### config.mk
export PLATFORM = sky130hd
export DESIGN_NAME = prog_interval_timer
export DESIGN_NICKNAME = d
export VERILOG_FILES = /design/src/rtl/pit_pkg.sv /design/src/rtl/pit_bus.sv /design/src/rtl/pit_access.sv /design/src/rtl/pit_counter.sv /design/src/rtl/prog_interval_timer.sv
export SDC_FILE = /design/constraint.sdc
export NUM_CORES = 1
export LEC_CHECK = 0
export ABC_AREA = 1
export ABC_CLOCK_PERIOD_IN_PS = 4100
export BUFFER_PORTS_ARGS = -buffer_cell sky130_fd_sc_hd__buf_2
export CAP_MARGIN = 20
export CORE_UTILIZATION = 65
export DETAILED_ROUTE_END_ITERATION = 10
export PLACE_DENSITY = 0.86
export SKIP_LAST_GASP = 1
export SYNTH_ARGS = -nofsm -noshare
export SYNTH_HDL_FRONTEND = slang
export SYNTH_SLANG_ARGS = --single-unit
export TNS_END_PERCENT = 100
### constraint.sdc
create_clock -name clk -period 4.1 [get_ports clk]
set_input_delay 0.41 -clock clk [delete_from_list [all_inputs] [get_ports clk]]
set_output_delay 0.41 -clock clk [all_outputs]
set_load 0.05 [all_outputs]
### src/rtl/pit_pkg.sv
package pit_pkg;
  localparam int CNT_W  = 16;
  localparam int BYTE_W = 8;
  localparam int DIGITS = CNT_W / 4;

  typedef enum logic [2:0] {
    MD_INT_TC    = 3'd0,
    MD_ONESHOT   = 3'd1,
    MD_RATE      = 3'd2,
    MD_SQUARE    = 3'd3,
    MD_SW_STROBE = 3'd4,
    MD_HW_STROBE = 3'd5
  } pit_mode_e;

  typedef enum logic [1:0] {
    ACC_LATCH = 2'd0,
    ACC_LO    = 2'd1,
    ACC_HI    = 2'd2,
    ACC_BOTH  = 2'd3
  } pit_acc_e;

  // bit 2 of the field is ignored whenever bit 1 is set
  function automatic pit_mode_e mode_of(input logic [2:0] m);
    return m[1] ? pit_mode_e'({1'b0, m[1:0]}) : pit_mode_e'(m);
  endfunction

  // subtract one or two, binary or per decimal digit with borrow
  function automatic logic [CNT_W-1:0] cnt_dec(input logic [CNT_W-1:0] v,
                                               input logic bcd,
                                               input logic by_two);
    logic [CNT_W-1:0] r;
    logic [4:0] sub;
    logic [4:0] d;
    r = v;
    if (!bcd) begin
      r = v - (by_two ? CNT_W'(2) : CNT_W'(1));
    end else begin
      sub = by_two ? 5'd2 : 5'd1;
      for (int i = 0; i < DIGITS; i++) begin
        d = {1'b0, v[4*i +: 4]};
        if (d >= sub) begin
          r[4*i +: 4] = 4'(d - sub);
          sub = 5'd0;
        end else begin
          r[4*i +: 4] = 4'(d + 5'd10 - sub);
          sub = 5'd1;
        end
      end
    end
    return r;
  endfunction
endpackage

### src/rtl/pit_bus.sv
module pit_bus #(
  parameter int NUM_CH = 3,
  parameter int ADDR_W = 2
) (
  input  logic              clk,
  input  logic              rst_n,
  input  logic              cs_n,
  input  logic              rd_n,
  input  logic              wr_n,
  input  logic [ADDR_W-1:0] addr,
  input  logic [ADDR_W-1:0] sc,
  output logic [NUM_CH-1:0] ctrl_we,
  output logic [NUM_CH-1:0] data_we,
  output logic [NUM_CH-1:0] rd_ev
);
  localparam logic [ADDR_W-1:0] CTRL_ADDR = ADDR_W'((1 << ADDR_W) - 1);

  logic wr_q, rd_q, wr_n_nx, rd_n_nx;
  logic wr_ev, rd_any;

  always_comb begin
    wr_n_nx = wr_n;
    rd_n_nx = rd_n;
    wr_ev   = !cs_n && !wr_n && wr_q;
    rd_any  = !cs_n && !rd_n && rd_q;
  end

  always_ff @(posedge clk or negedge rst_n) begin
    if (!rst_n) begin
      wr_q <= 1'b1;
      rd_q <= 1'b1;
    end else begin
      wr_q <= wr_n_nx;
      rd_q <= rd_n_nx;
    end
  end

  for (genvar i = 0; i < NUM_CH; i++) begin : g_dec
    assign ctrl_we[i] = wr_ev && (addr == CTRL_ADDR) && (sc == ADDR_W'(i));
    assign data_we[i] = wr_ev && (addr == ADDR_W'(i));
    assign rd_ev[i]   = rd_any && (addr == ADDR_W'(i));
  end

  assert_one_target_R1: assert property (@(posedge clk) disable iff (!rst_n)
    $onehot0({ctrl_we, data_we, rd_ev}));
endmodule

### src/rtl/pit_access.sv
module pit_access
  import pit_pkg::*;
(
  input  logic              clk,
  input  logic              rst_n,
  input  logic              ctrl_we,
  input  logic              data_we,
  input  logic              rd_ev,
  input  logic [BYTE_W-1:0] wbyte,
  input  logic [CNT_W-1:0]  live_cnt,
  output pit_mode_e         mode,
  output logic              bcd,
  output logic              ctrl_new,
  output logic [CNT_W-1:0]  cr,
  output logic              cr_ld,
  output logic [BYTE_W-1:0] rd_byte
);
  pit_acc_e          rw_q, rw_n;
  pit_mode_e         mode_q, mode_n;
  logic              bcd_q, bcd_n;
  logic              wptr_q, wptr_n, rptr_q, rptr_n;
  logic [BYTE_W-1:0] lo_q, lo_n;
  logic [CNT_W-1:0]  cr_q, cr_n, latch_q, latch_n, src;
  logic              latched_q, latched_n;
  logic              cr_ld_q, cr_ld_n, ctrl_new_q, ctrl_new_n;

  always_comb begin
    rw_n = rw_q; mode_n = mode_q; bcd_n = bcd_q;
    wptr_n = wptr_q; rptr_n = rptr_q; lo_n = lo_q; cr_n = cr_q;
    latch_n = latch_q; latched_n = latched_q;
    cr_ld_n = 1'b0; ctrl_new_n = 1'b0;
    if (ctrl_we) begin
      if (wbyte[5:4] == ACC_LATCH) begin
        if (!latched_q) begin
          latched_n = 1'b1;
          latch_n   = live_cnt;
        end
      end else begin
        rw_n       = pit_acc_e'(wbyte[5:4]);
        mode_n     = mode_of(wbyte[3:1]);
        bcd_n      = wbyte[0];
        wptr_n     = 1'b0;
        rptr_n     = 1'b0;
        latched_n  = 1'b0;
        ctrl_new_n = 1'b1;
      end
    end else if (data_we) begin
      case (rw_q)
        ACC_LO: begin
          cr_n = {{BYTE_W{1'b0}}, wbyte};
          cr_ld_n = 1'b1;
        end
        ACC_HI: begin
          cr_n = {wbyte, {BYTE_W{1'b0}}};
          cr_ld_n = 1'b1;
        end
        ACC_BOTH: begin
          if (!wptr_q) begin
            lo_n   = wbyte;
            wptr_n = 1'b1;
          end else begin
            cr_n    = {wbyte, lo_q};
            cr_ld_n = 1'b1;
            wptr_n  = 1'b0;
          end
        end
        default: ;
      endcase
    end else if (rd_ev) begin
      if (rw_q == ACC_BOTH) begin
        rptr_n = !rptr_q;
        if (rptr_q) latched_n = 1'b0;
      end else begin
        latched_n = 1'b0;
      end
    end
  end

  always_ff @(posedge clk or negedge rst_n) begin
    if (!rst_n) begin
      rw_q <= ACC_BOTH; mode_q <= MD_INT_TC; bcd_q <= 1'b0;
      wptr_q <= 1'b0; rptr_q <= 1'b0; lo_q <= '0; cr_q <= '0;
      latch_q <= '0; latched_q <= 1'b0; cr_ld_q <= 1'b0; ctrl_new_q <= 1'b0;
    end else begin
      rw_q <= rw_n; mode_q <= mode_n; bcd_q <= bcd_n;
      wptr_q <= wptr_n; rptr_q <= rptr_n; lo_q <= lo_n; cr_q <= cr_n;
      latch_q <= latch_n; latched_q <= latched_n;
      cr_ld_q <= cr_ld_n; ctrl_new_q <= ctrl_new_n;
    end
  end

  always_comb begin
    src = latched_q ? latch_q : live_cnt;
    case (rw_q)
      ACC_HI:  rd_byte = src[CNT_W-1 -: BYTE_W];
      ACC_LO:  rd_byte = src[BYTE_W-1:0];
      default: rd_byte = rptr_q ? src[CNT_W-1 -: BYTE_W] : src[BYTE_W-1:0];
    endcase
  end

  assign mode     = mode_q;
  assign bcd      = bcd_q;
  assign cr       = cr_q;
  assign cr_ld    = cr_ld_q;
  assign ctrl_new = ctrl_new_q;

  assert_latch_hold_R5: assert property (@(posedge clk) disable iff (!rst_n)
    (latched_q && !rd_ev && !(ctrl_we && wbyte[5:4] != 2'b00))
      |=> (latched_q && $stable(latch_q)));

  assert_wptr_idle_R4: assert property (@(posedge clk) disable iff (!rst_n)
    (rw_q != ACC_BOTH) |-> !wptr_q);
endmodule

### src/rtl/pit_counter.sv
module pit_counter
  import pit_pkg::*;
(
  input  logic             clk,
  input  logic             rst_n,
  input  logic             ch_clk,
  input  logic             gate,
  input  pit_mode_e        mode,
  input  logic             bcd,
  input  logic             ctrl_new,
  input  logic [CNT_W-1:0] cr,
  input  logic             cr_ld,
  output logic [CNT_W-1:0] cnt,
  output logic             out
);
  logic [CNT_W-1:0] cnt_q, cnt_n, dec1, dec2;
  logic out_q, out_n, run_q, run_n, armed_q, armed_n, loaded_q, loaded_n;
  logic clk_q, gate_q, tick, gate_rise, sq_flip, trig_mode, per_mode;

  always_comb begin
    tick      = ch_clk && !clk_q;
    gate_rise = gate && !gate_q;
    trig_mode = (mode == MD_ONESHOT) || (mode == MD_HW_STROBE);
    per_mode  = (mode == MD_RATE) || (mode == MD_SQUARE);
    dec1      = cnt_dec(cnt_q, bcd, 1'b0);
    dec2      = cnt_dec(cnt_q, bcd, 1'b1);
    sq_flip   = out_q ? ((cnt_q == CNT_W'(1)) || (cnt_q == CNT_W'(2)))
                      : (cr[0] ? (cnt_q == CNT_W'(3)) : (cnt_q == CNT_W'(2)));
  end

  always_comb begin
    cnt_n = cnt_q; out_n = out_q; run_n = run_q;
    armed_n = armed_q; loaded_n = loaded_q;
    if (ctrl_new) begin
      run_n = 1'b0; armed_n = 1'b0; loaded_n = 1'b0;
      out_n = (mode != MD_INT_TC);
    end else if (cr_ld) begin
      loaded_n = 1'b1;
      case (mode)
        MD_INT_TC: begin
          cnt_n = cr; run_n = 1'b1; out_n = 1'b0;
        end
        MD_SW_STROBE: begin
          cnt_n = cr; run_n = 1'b1; armed_n = 1'b1; out_n = 1'b1;
        end
        MD_RATE, MD_SQUARE: begin
          if (!run_q) begin
            cnt_n = cr; run_n = 1'b1; out_n = 1'b1;
          end
        end
        default: ;
      endcase
    end else if (gate_rise && trig_mode && loaded_q) begin
      cnt_n = cr; run_n = 1'b1; armed_n = 1'b1;
      out_n = (mode != MD_ONESHOT);
    end else if (gate_rise && per_mode && run_q) begin
      cnt_n = cr; out_n = 1'b1;
    end else if (per_mode && !gate) begin
      out_n = 1'b1;
    end else if (tick && run_q) begin
      case (mode)
        MD_INT_TC: begin
          if (gate) begin
            cnt_n = dec1;
            if (dec1 == '0) out_n = 1'b1;
          end
        end
        MD_ONESHOT: begin
          cnt_n = dec1;
          if (armed_q && dec1 == '0) begin
            out_n = 1'b1; armed_n = 1'b0;
          end
        end
        MD_RATE: begin
          if (cnt_q == CNT_W'(1)) begin
            cnt_n = cr; out_n = 1'b1;
          end else begin
            cnt_n = dec1; out_n = (dec1 != CNT_W'(1));
          end
        end
        MD_SQUARE: begin
          if (sq_flip) begin
            cnt_n = cr; out_n = !out_q;
          end else begin
            cnt_n = dec2;
          end
        end
        MD_SW_STROBE, MD_HW_STROBE: begin
          if (gate || mode == MD_HW_STROBE) begin
            cnt_n = dec1;
            if (armed_q && dec1 == '0) begin
              out_n = 1'b0; armed_n = 1'b0;
            end else begin
              out_n = 1'b1;
            end
          end
        end
        default: ;
      endcase
    end
  end

  always_ff @(posedge clk or negedge rst_n) begin
    if (!rst_n) begin
      cnt_q <= '0; out_q <= 1'b0; run_q <= 1'b0; armed_q <= 1'b0;
      loaded_q <= 1'b0; clk_q <= 1'b0; gate_q <= 1'b0;
    end else begin
      cnt_q <= cnt_n; out_q <= out_n; run_q <= run_n; armed_q <= armed_n;
      loaded_q <= loaded_n; clk_q <= ch_clk; gate_q <= gate;
    end
  end

  assign cnt = cnt_q;
  assign out = out_q;

  assert_ctrl_m0_low_R6: assert property (@(posedge clk) disable iff (!rst_n)
    (ctrl_new && mode == MD_INT_TC) |=> !out_q);

  assert_cnt_hold_R2: assert property (@(posedge clk) disable iff (!rst_n)
    (!tick && !cr_ld && !gate_rise) |=> $stable(cnt_q));

  assert_rate_low_at_one_R7: assert property (@(posedge clk) disable iff (!rst_n)
    (mode == MD_RATE && $fell(out_q)) |-> (cnt_q == CNT_W'(1)));
endmodule

### src/rtl/prog_interval_timer.sv
module prog_interval_timer
  import pit_pkg::*;
#(
  parameter int NUM_CH = 3,
  parameter int ADDR_W = 2
) (
  input  logic              clk,
  input  logic              rst_n,
  input  logic              cs_n,
  input  logic              rd_n,
  input  logic              wr_n,
  input  logic [ADDR_W-1:0] addr,
  input  logic [BYTE_W-1:0] wdata,
  output logic [BYTE_W-1:0] rdata,
  input  logic [NUM_CH-1:0] ch_clk,
  input  logic [NUM_CH-1:0] ch_gate,
  output logic [NUM_CH-1:0] ch_out
);
  logic [NUM_CH-1:0] ctrl_we, data_we, rd_ev;
  logic [BYTE_W-1:0] rd_byte [NUM_CH];
  logic [BYTE_W-1:0] rdata_q, rdata_n;

  pit_bus #(.NUM_CH(NUM_CH), .ADDR_W(ADDR_W)) u_bus (
    .clk(clk), .rst_n(rst_n), .cs_n(cs_n), .rd_n(rd_n), .wr_n(wr_n),
    .addr(addr), .sc(wdata[BYTE_W-1 -: ADDR_W]),
    .ctrl_we(ctrl_we), .data_we(data_we), .rd_ev(rd_ev)
  );

  for (genvar i = 0; i < NUM_CH; i++) begin : g_ch
    pit_mode_e        mode;
    logic             bcd, ctrl_new, cr_ld;
    logic [CNT_W-1:0] cr, cnt;

    pit_access u_acc (
      .clk(clk), .rst_n(rst_n), .ctrl_we(ctrl_we[i]), .data_we(data_we[i]),
      .rd_ev(rd_ev[i]), .wbyte(wdata), .live_cnt(cnt), .mode(mode), .bcd(bcd),
      .ctrl_new(ctrl_new), .cr(cr), .cr_ld(cr_ld), .rd_byte(rd_byte[i])
    );

    pit_counter u_cnt (
      .clk(clk), .rst_n(rst_n), .ch_clk(ch_clk[i]), .gate(ch_gate[i]),
      .mode(mode), .bcd(bcd), .ctrl_new(ctrl_new), .cr(cr), .cr_ld(cr_ld),
      .cnt(cnt), .out(ch_out[i])
    );
  end

  always_comb begin
    rdata_n = rdata_q;
    for (int i = 0; i < NUM_CH; i++) begin
      if (rd_ev[i]) rdata_n = rd_byte[i];
    end
  end

  always_ff @(posedge clk or negedge rst_n) begin
    if (!rst_n) rdata_q <= '0;
    else        rdata_q <= rdata_n;
  end

  assign rdata = rdata_q;

  assert_rdata_hold_R14: assert property (@(posedge clk) disable iff (!rst_n)
    !(|rd_ev) |=> $stable(rdata_q));
endmodule

# Word level (Yosys, flattened, before mapping)

Index checks and enable logic that the tools add are counted.

Flip-flop bits (word level): 229
Input bits: 21
Output and inout port bits: 11

$add $sub $neg: 66
Order comparisons: 24
Equality and inequality tests: 107
Multiplexer cells: 280
Bitwise operators: 10
Reduce and logical (&&, ||, !) cells: 168

Operators with widths:

| cell                  | count |
|---|---|
| $mux 16               | 42 |
| $pmux 16 s5           | 3 |
| $mux 1                | 165 |
| $pmux 16 s3           | 3 |
| $sub 4x4->4           | 36 |
| $eq 16x2->1 const B   | 6 |
| $mux 4                | 24 |
| $pmux 16 s2           | 3 |
| $ge 4x5->1            | 18 |
| $mux 5                | 18 |
| $add 4x4->4 const B   | 12 |
| $eq 16x1->1 const B   | 3 |
| $logic_not 16->1      | 3 |
| $mux 8                | 6 |
| $ne 16x1->1 const B   | 3 |
| $pmux 8 s2            | 3 |
| $sub 16x1->16 const B | 3 |
| $sub 16x2->16 const B | 3 |
| $ne 7x3->1 const B    | 6 |
| $logic_and 1x1->1     | 41 |
| $reduce_and 4->1      | 9 |
| $ne 5x2->1 const B    | 6 |
| $ne 5x3->1 const B    | 6 |
| $reduce_bool 10->1    | 3 |
| other kinds (42)      | 230 |

# Depth between registers and ports, before layout

Gate-level depths: netlist of run 1.

Depth after elaboration: 23
Gate-level depth with buffers: 31

# Hierarchy

A second synthesis of run 1 with hierarchy kept.

Cell total of the unflattened synthesis: 2987
Area, all modules: 20166.8 um^2

By module, submodules not included:

| module                          | times used | cells each | area an instance (um^2) |
|---|---|---|---|
| pit_access                      | 3          | 374        | 2876.5 |
| pit_counter (g_ch[0].u_cnt ...) | 2          | 594        | 3664.8 |
| pit_counter (g_ch[2].u_cnt)     | 1          | 578        | 3539.6 |
| prog_interval_timer             | 1          | 71         | 509.2 |
| pit_bus                         | 1          | 28         | 158.9 |

# Worst setup path before layout of run 1

Ideal clock, no wire load.

Path kind: register to register
Start: register g_ch[1].u_cnt.cnt_q[2]
End: register g_ch[1].u_cnt.cnt_q[13]
Arrival time: 3505 ps
Data required time: 4013 ps
Slack: 508 ps
Stages on the path, launching flop included: 24
Path buffers: 0
Clock period less this slack: 3592 ps
Cell sequence: dfrtp_1 > nor2_4 > inv_1 > nor2_1 > inv_1 > a21oi_1 > ha_1 > nand3_1 > nand3_1 > inv_1 > ha_1 > inv_1 > o31ai_2 > inv_1 > ha_1 > nand3_1 > and2_1 > xor2_1 > inv_1 > ha_1 > a21oi_1 > a32o_1 > nand2_1 > a22oi_1

Cells in the longest elaborated chain, start to end: 19

RTL lines:

| element                                         | RTL line           | RTL |
|---|---|---|
| start, declared                                 | pit_counter.sv:16  | `logic [CNT_W-1:0] cnt_q, cnt_n, dec1, dec2;` |
| start signal, assigned                          | pit_counter.sv:108 | `cnt_q <= cnt_n; out_q <= out_n; run_q <= run_n; armed_q <= armed_n;` |
| $ge 4x1->1 / $ge 4x2->1 (equally long branches) | pit_pkg.sv:41      | `if (d >= sub) begin` |
| $mux 1                                          | pit_pkg.sv:41      |  |
| $mux 5                                          | pit_pkg.sv:35      | `if (!bcd) begin` |
| $ge 4x5->1                                      | pit_pkg.sv:41      |  |
| $mux 1                                          | pit_pkg.sv:41      |  |
| $mux 5                                          | pit_pkg.sv:35      |  |
| $ge 4x5->1                                      | pit_pkg.sv:41      |  |
| $mux 1                                          | pit_pkg.sv:41      |  |
| [... 3 more ...]                                | n/a                |  |
| $mux 16                                         | pit_pkg.sv:35      |  |
| $mux 16, on equally long branches               | n/a                |  |
| $pmux 16 s5 *                                   | pit_counter.sv:61  | `case (mode)` |
| $mux 16 *                                       | pit_counter.sv:60  | `end else if (tick && run_q) begin` |
| $mux 16 *                                       | pit_counter.sv:58  | `end else if (per_mode && !gate) begin` |
| $mux 16 *                                       | pit_counter.sv:56  | `end else if (gate_rise && per_mode && run_q) begin` |
| $mux 16 *                                       | pit_counter.sv:53  | `end else if (gate_rise && trig_mode && loaded_q) begin` |
| $mux 16 *                                       | pit_counter.sv:37  | `end else if (cr_ld) begin` |

Every way passes the cells marked *; elsewhere a longest branch is shown, timed or not. The select of a mux whose other input is x is not followed.
A chain may end at the register's enable or synchronous reset.

# Worst setup path in the final report of run 1

Start: register g_ch[2].u_cnt.cnt_q[1]
End: register g_ch[2].u_cnt.out_q

Cells in the longest elaborated chain, start to end: 23

RTL lines:

| element                | RTL line           | RTL |
|---|---|---|
| start, declared        | pit_counter.sv:16  |  |
| start signal, assigned | pit_counter.sv:108 |  |
| $ge 4x1->1             | pit_pkg.sv:41      |  |
| $mux 1                 | pit_pkg.sv:41      |  |
| $mux 5                 | pit_pkg.sv:35      |  |
| $ge 4x5->1             | pit_pkg.sv:41      |  |
| $mux 1                 | pit_pkg.sv:41      |  |
| $mux 5                 | pit_pkg.sv:35      |  |
| $ge 4x5->1             | pit_pkg.sv:41      |  |
| $mux 1                 | pit_pkg.sv:41      |  |
| [... 7 more ...]       | n/a                |  |
| $mux 1                 | pit_counter.sv:89  | `if (gate \|\| mode == MD_HW_STROBE) begin` |
| $pmux 1 s5             | pit_counter.sv:61  |  |
| $mux 1                 | pit_counter.sv:60  |  |
| $mux 1                 | pit_counter.sv:58  |  |
| $mux 1                 | pit_counter.sv:56  |  |
| $mux 1                 | pit_counter.sv:53  |  |
| $mux 1                 | pit_counter.sv:37  |  |
| $mux 1                 | pit_counter.sv:34  | `if (ctrl_new) begin` |
| end signal, assigned   | pit_counter.sv:108 |  |
| end, declared          | pit_counter.sv:17  | `logic out_q, out_n, run_q, run_n, armed_q, armed_n, loaded_q, loaded_n;` |

Several ways; a longest one is shown, not always the timed one. The select of a mux whose other input is x is not followed.

==> results of run 1 <==
==> layer usage <==
layer  track usage  up-vias  share of wire
li1              -     9269              -
met1        0.5708     9321           0.39
met2        0.6451     1396           0.43
met3       0.08628      252           0.13
met4        0.1966        6          0.050
met5             0        -        0.00068
==> power breakdown <==
part | leakage, nW | internal, W | switching [W] | total, W
combinational | 6.18 | 0.00223 | 0.00475 | 0.00699
sequential | 2.79 | 0.00286 | 0.000713 | 0.00357
clock | 0.452 | 0.00153 | 0.00106 | 0.00259
==> what timing repair did <==
| action | CTS | global route |
|---|---|---|
| setup endpoints to repair | 0 | 16 |
| setup buffers | 0 | 14 |
| gates resized for setup | 0 | 41 |
| hold buffers | 8 | 0 |
| hold endpoints to repair | 8 | 0 |
==> layout make-up <==
class	instances	area, um^2	area share
clock buffer	35	735.7	0.03608
clock inverter	15	207.7	0.01019
inverter	327	1229	0.06026
multi-input combinational	2097	11230	0.5510
sequential	229	5749	0.2820
tap	378	473.0	0.02320
timing repair buffer	106	760.7	0.03731
==> final timing paths <==
kind / end / slack, ns
max: g_ch[2].u_cnt.out$_DFFE_PN0P_ / 0.18
min reg2reg: g_ch[0].u_acc.latch_q[0]$_DFFE_PN0P_ / 0.47
min: g_ch[1].u_cnt.gate_q$_DFF_PN0_ / 0.04
max reg2reg: g_ch[2].u_cnt.out$_DFFE_PN0P_ / 0.18
min in group asynchronous: g_ch[1].u_cnt.cnt[15]$_DFFE_PN0P_ / 0.55
max in group asynchronous: u_bus.wr_q$_DFF_PN1_ / 2.55
==> layout by cell type (no fill, tap or decap), drive strengths merged, types with 21 or more instances in the layout <==
master    n
a22oi    26
a21oi   180
nand3   203
o22ai    39
o21ai   348
o211ai   36
nor3     37
ha       99
buf      98
nor2    251
a31oi    21
inv     321
dfrtp   221
clkbuf   35
xor2     33
nand2   721
==> flip-flops by register name (all words and copies together) (netlist names) <==
signal,count
u_bus.rd_q,1
g_ch.u_cnt.gate_q,3
g_ch.u_acc.rptr_q,3
g_ch.u_cnt.cnt,48
rdata,8
g_ch.u_acc.cr_ld,3
g_ch.u_acc.cr,48
g_ch.u_acc.lo_q,24
g_ch.u_acc.latch_q,48
g_ch.u_cnt.clk_q,3
g_ch.u_acc.rw_q,6
g_ch.u_cnt.out,3
u_bus.wr_q,1
g_ch.u_acc.latched_q,3
g_ch.u_acc.ctrl_new,3
g_ch.u_acc.bcd,3
g_ch.u_cnt.run_q,3
g_ch.u_cnt.loaded_q,3
g_ch.u_acc.mode,9
g_ch.u_acc.wptr_q,3
g_ch.u_cnt.armed_q,3
==> kinds of logic after synthesis <==
family,synth area share
simple gates,0.2935
flops,0.3100
fa+ha+maj,0.06690
compound gates,0.2213
buf+inv,0.08934
xor+xnor,0.01892
==> per-stage QoR <==
| step | hold WS (ns) | total power, W |
|---|---|---|
| finish | 0.03526 | 0.01315 |
| global route | 0.03233 | 0.01391 |
| CTS | 0.02645 | 0.01272 |
| detailed placement | 0.4594 | 0.01010 |
| global placement | 0.4540 | 0.009933 |
| floorplan | 0.1144 | 0.008082 |
==> flow_metrics.py, run 1 <==
metrics = {
    "floorplan": {
        "die_height_um": 170.8,
        "core_um2": 27930,
        "die_x_um": 170.8,
        "initial_core_util": 0.6628,
        "row_count": 61,
        "io_pins": 32,
        "die_area_um2": 29160,
    },
    "drt": {
        "wl_per_cell_um": 19.33,
        "drc": 0,
        "wl_mm": 61.59,
        "drtIter0Drc": 2904,
        "num_vias": 20244,
        "firstDrtPassIters": 7,
        "via_per_inst": 6.352,
        "ant_nets": 0,
    },
    "global_routing": {
        "grt_pass1_wl_mm": 96.39,
        "grt_remaining_overflow": 0,
        "antenna_found_initial": 5,
        "grt_pass1_vias": 18449,
        "grt_max_degree": 119,
        "track_usage": 0.4211,
    },
    "sta": {
        "skew_ns": 0.01460,
        "tightest_slew_ns": 0.9645,
        "fmax_ghz": 0.2552,
        "hold_violations": 0,
        "slew_viol_final": 0,
        "finalWorstSetupSlack_ns": 0.1808,
        "tns_ns": 0,
        "period_minus_slack_ns": 3.919,
        "rsz0062_at_grt": "true",
        "relSlewSlack": 0.3488,
        "fin_crit_sh": 0.9559,
        "setup_viol_count_final": 0,
    },
    "synthesis": {
        "yosysSeqAreaShare": 0.3100,
        "synth_top_area_share": 0.2987,
        "async_flop_share": 1.000,
        "yosysMostFrequentCell": "nand2_1",
        "yosysUniqueCellTypes": 67,
        "syn-num-nets": 2869,
        "ys_ff_latch": 229,
        "ys.warnings.count": 0,
        "synthTopCellsByCount": "703 x nand2_1, 324 x o21ai_0, 283 x inv_1",
        "syn_inst": 2749,
        "synth_top_area_cell": "dfrtp_1",
        "synthTopCellsByArea": "dfrtp_1 30%, nand2_1 14%, o21ai_0 8.8%",
        "synth_ff_type": "dfrtp_1",
        "synth-edff-count": 0,
        "syn_area_um2": 18520,
        "synth.avg_cell_area_um2": 6.735,
    },
    "worst_setup_path": {
        "cp_slowest_cell": "dfrtp_1",
        "worst-endpoint-required_ns": 4.54,
        "crit_cells": 29,
        "cp-startpoint": "g_ch[2].u_cnt.cnt[1]$_DFFE_PN0P_",
        "criticalPathCategory": "flip-flop to flip-flop",
        "rr_worst_depth": 29,
        "cp-start-kind": "flip-flop",
        "cp_max_fo": 5,
        "critPathBufInv": 4,
        "path_common_cell": "nor2_1",
        "worst_setup_path_end_kind": "flip-flop",
        "worstPathArrival_ns": 4.36,
        "slowest_delay_ns": 0.35,
        "worstReg2RegStart": "g_ch[2].u_cnt.cnt[1]$_DFFE_PN0P_",
        "cp_top_family": "simple AND/OR/NAND/NOR gates",
    },
    "job": {
        "maxCapViolations": 0,
    },
    "pwr": {
        "power.density_nw_per_um2": 644.7,
        "p_leak_nw": 9.429,
        "peakVddDrop_uv": 491.2,
    },
    "place": {
        "dp.final_hpwl_mm": 45.47,
        "post-place-cells": 3115,
        "routabilityCongestion": 1.060,
        "placed_area_um2": 19150,
        "dpl_worst_slack_ns": 0.1715,
        "port_buffers": 31,
    },
    "final_layout": {
        "final_area_um2": 20390,
        "drive_above_1_share": 0.1189,
        "area_growth_pct": 10.12,
        "fillCellCount": 2343,
        "post-route-util": 0.7299,
        "antenna_cells": 0,
        "final_cells": 3187,
        "nNetsFinal": 2908,
    },
    "clock_network": {
        "numClockSinks": 229,
        "clockBufferDepth": 3,
        "clk_pin_slew_ns": 0.06,
        "cts_root_buf": "clkbuf_16",
        "clk_latency_ns": 0.55,
        "cts_inserted_buffers": 27,
        "cts_tree": "done",
        "h-tree-depth": 1,
    },
    "run_status": {
        "status": "complete, no violations",
    },
    "hold_path": {
        "hold_path.class": "input pin to flip-flop",
        "holdPathStages": 1,
        "min-delay-start": "ch_gate[1]",
    },
}
Note: power is estimated with default switching activity, not from simulation.
==> inputs of run 2 (changes only) <==
--- a/config.mk
+++ b/config.mk
@@ -9,8 +9,10 @@
 export ABC_CLOCK_PERIOD_IN_PS = 4100
 export BUFFER_PORTS_ARGS = -buffer_cell sky130_fd_sc_hd__buf_2
 export CAP_MARGIN = 20
+export CORE_ASPECT_RATIO = 0.8
 export CORE_UTILIZATION = 65
 export DETAILED_ROUTE_END_ITERATION = 10
+export MAX_ROUTING_LAYER = met4
 export PLACE_DENSITY = 0.86
 export SKIP_LAST_GASP = 1
 export SYNTH_ARGS = -nofsm -noshare
==> run 2 against run 1 <==
Via count rose by 2.0%; largest cell class unchanged; critical path depth fell by 6; hold slack got worse by 0.031 ns; critical path type unchanged.
==> flow_metrics.py, run 2 (synthesis results as in run 1) <==
metrics = {
    "clock_network": {
        "numClockSinks": 229,
        "cts_inserted_buffers": 25,
        "clockBufferDepth": 3,
        "cts_tree": "done",
        "clk_pin_slew_ns": 0.07,
        "cts_root_buf": "clkbuf_16",
        "h-tree-depth": 1,
        "clk_latency_ns": 0.57,
    },
    "drt": {
        "num_vias": 20643,
        "wl_per_cell_um": 20.32,
        "via_per_inst": 6.469,
        "drc": 0,
        "drtIter0Drc": 3374,
        "wl_mm": 64.85,
        "firstDrtPassIters": 7,
        "ant_nets": 0,
    },
    "sta": {
        "period_minus_slack_ns": 3.923,
        "skew_ns": 0.03925,
        "relSlewSlack": 0.3308,
        "fmax_ghz": 0.2549,
        "hold_slack_ns": 0.004029,
        "hold_violations": 0,
        "slew_viol_final": 0,
        "setup_viol_count_final": 0,
        "fin_crit_sh": 0.9568,
        "tightest_slew_ns": 1.000,
    },
    "pwr": {
        "peakVddDrop_uv": 412.2,
        "power.density_nw_per_um2": 649.4,
        "p_leak_nw": 9.509,
        "p_total_w": 0.01328,
    },
    "floorplan": {
        "die_height_um": 153.0,
        "initial_core_util": 0.6700,
        "die_area_um2": 29170,
        "core_um2": 27630,
        "io_pins": 32,
        "row_count": 54,
        "die_x_um": 190.7,
    },
    "final_layout": {
        "nNetsFinal": 2926,
        "layout_common_cells": "702 x nand2_1, 322 x o21ai_0, 280 x inv_1, 214 x dfrtp_1, 196 x nor2_1",
        "fillCellCount": 2176,
        "final_common_cell": "nand2_1",
        "final_cells": 3191,
        "area_growth_pct": 10.42,
        "drive_above_1_share": 0.1235,
    },
    "global_routing": {
        "grt_max_degree": 107,
        "grt_pass1_vias": 18884,
        "grt_pass1_wl_mm": 101.7,
        "antenna_found_initial": 1,
        "track_usage": 0.4557,
        "grt_remaining_overflow": 0,
    },
    "place": {
        "dp.final_hpwl_mm": 47.71,
        "routabilityCongestion": 1.045,
        "port_buffers": 31,
        "post-place-cells": 3119,
    },
    "worst_setup_path": {
        "worst-endpoint-required_ns": 4.56,
        "cp-start-kind": "flip-flop",
        "worstPathArrival_ns": 4.39,
        "worst_setup_path_end_kind": "flip-flop",
        "criticalPathCategory": "flip-flop to flip-flop",
        "cp_max_fo": 9,
    },
    "job": {
        "maxCapViolations": 0,
    },
    "run_status": {
        "status": "complete, no violations",
    },
    "hold_path": {
        "hold_path.class": "input pin to flip-flop",
    },
}
## run 2: changes by cell type in the layout (fill, tap and decap cells not counted), sizes merged
cell and change:
buf +21, dlygate4sd3 -1, bufinv -1, diode +2, clkinv -2, clkbuf -1
## run 2: metrics by stage
step | setup WS (ns) | utilization | area, um^2 | TNS, ns
2_1_floorplan | 0.5082 | - | 18520 | 0
3_3_place_gp | 0.4169 | 0.6971 | 19260 | 0
3_5_place_dp | 0.2337 | 0.6971 | 19260 | 0
4_1_cts | 0.2074 | 0.7314 | 20210 | 0
5_1_grt | -0.05724 | 0.7397 | 20440 | -0.1176
6_report | 0.1771 | 0.7398 | 20440 | 0
## run 2: path summary, 6_finish.rpt
check	start	endpoint	slack, ns	cells past startpoint
min in group asynchronous	rst_n	g_ch[1].u_cnt.cnt[10]$_DFFE_PN0P_	0.46	2
max in group asynchronous	rst_n	g_ch[1].u_cnt.cnt[0]$_DFFE_PN0P_	2.41	3
worst min register to register	g_ch[1].u_acc.latch_q[1]$_DFFE_PN0P_	g_ch[1].u_acc.latch_q[1]$_DFFE_PN0P_	0.48	2
worst max-delay path	g_ch[2].u_cnt.cnt[1]$_DFFE_PN0P_	g_ch[2].u_cnt.cnt[14]$_DFFE_PN0P_	0.18	23
worst max register to register	g_ch[2].u_cnt.cnt[1]$_DFFE_PN0P_	g_ch[2].u_cnt.cnt[14]$_DFFE_PN0P_	0.18	23
worst min-delay path	ch_gate[0]	g_ch[0].u_cnt.gate_q$_DFF_PN0_	0.004	1
## run 2: routing by layer
layer	routed length (um)	track usage
met5	0	-
met4	2091	0.1345
met3	9708	0.1199
met1	26390	0.6491
met2	26660	0.6293
## run 2: where the power goes
group / internal, W / leakage, nW / total, W / switching (W)
logic: 0.00232 / 6.29 / 0.00721 / 0.00490
registers: 0.00285 / 2.79 / 0.00360 / 0.000745
clock network: 0.00143 / 0.423 / 0.00247 / 0.00104
## run 2: final cells by class
class / count / area, um^2 / area share
inverters: 327 / 1231 / 0.06022
multi-input cells: 2097 / 11220 / 0.5487
well taps: 364 / 455.4 / 0.02228
diodes: 2 / 5.005 / 0.0002448
repair buffers: 126 / 908.4 / 0.04443
flip-flops and latches: 229 / 5749 / 0.2812
clock buffers: 34 / 719.4 / 0.03519
clock inverters: 12 / 157.7 / 0.007711
## run 2: worst max-delay path, stage by stage (launching register included)
cell and delay [ns]:
dfrtp_1 0.38, buf_4 0.18, ha_1 0.19, nor2_2 0.13, ha_1 0.25, nand3_1 0.09
nand3_1 0.13, inv_2 0.13, ha_2 0.19, nor2_1 0.05, nor2_1 0.14, nand2_1 0.11
inv_1 0.10, ha_1 0.25, nand3_1 0.09, nand4_1 0.18, xor2_1 0.26, inv_1 0.10
ha_1 0.20, nor2_1 0.17, o22ai_2 0.12, o22ai_2 0.19, a21oi_2 0.08, o22ai_1 0.11
## run 2: what timing repair did
action | 4_1_cts | 5_1_grt
endpoints found under the setup margin | 0 | 14
gates resized for setup | 0 | 36
buffers inserted | 0 | 17
hold endpoints to repair | 60 | 0
hold buffers | 7 | 0
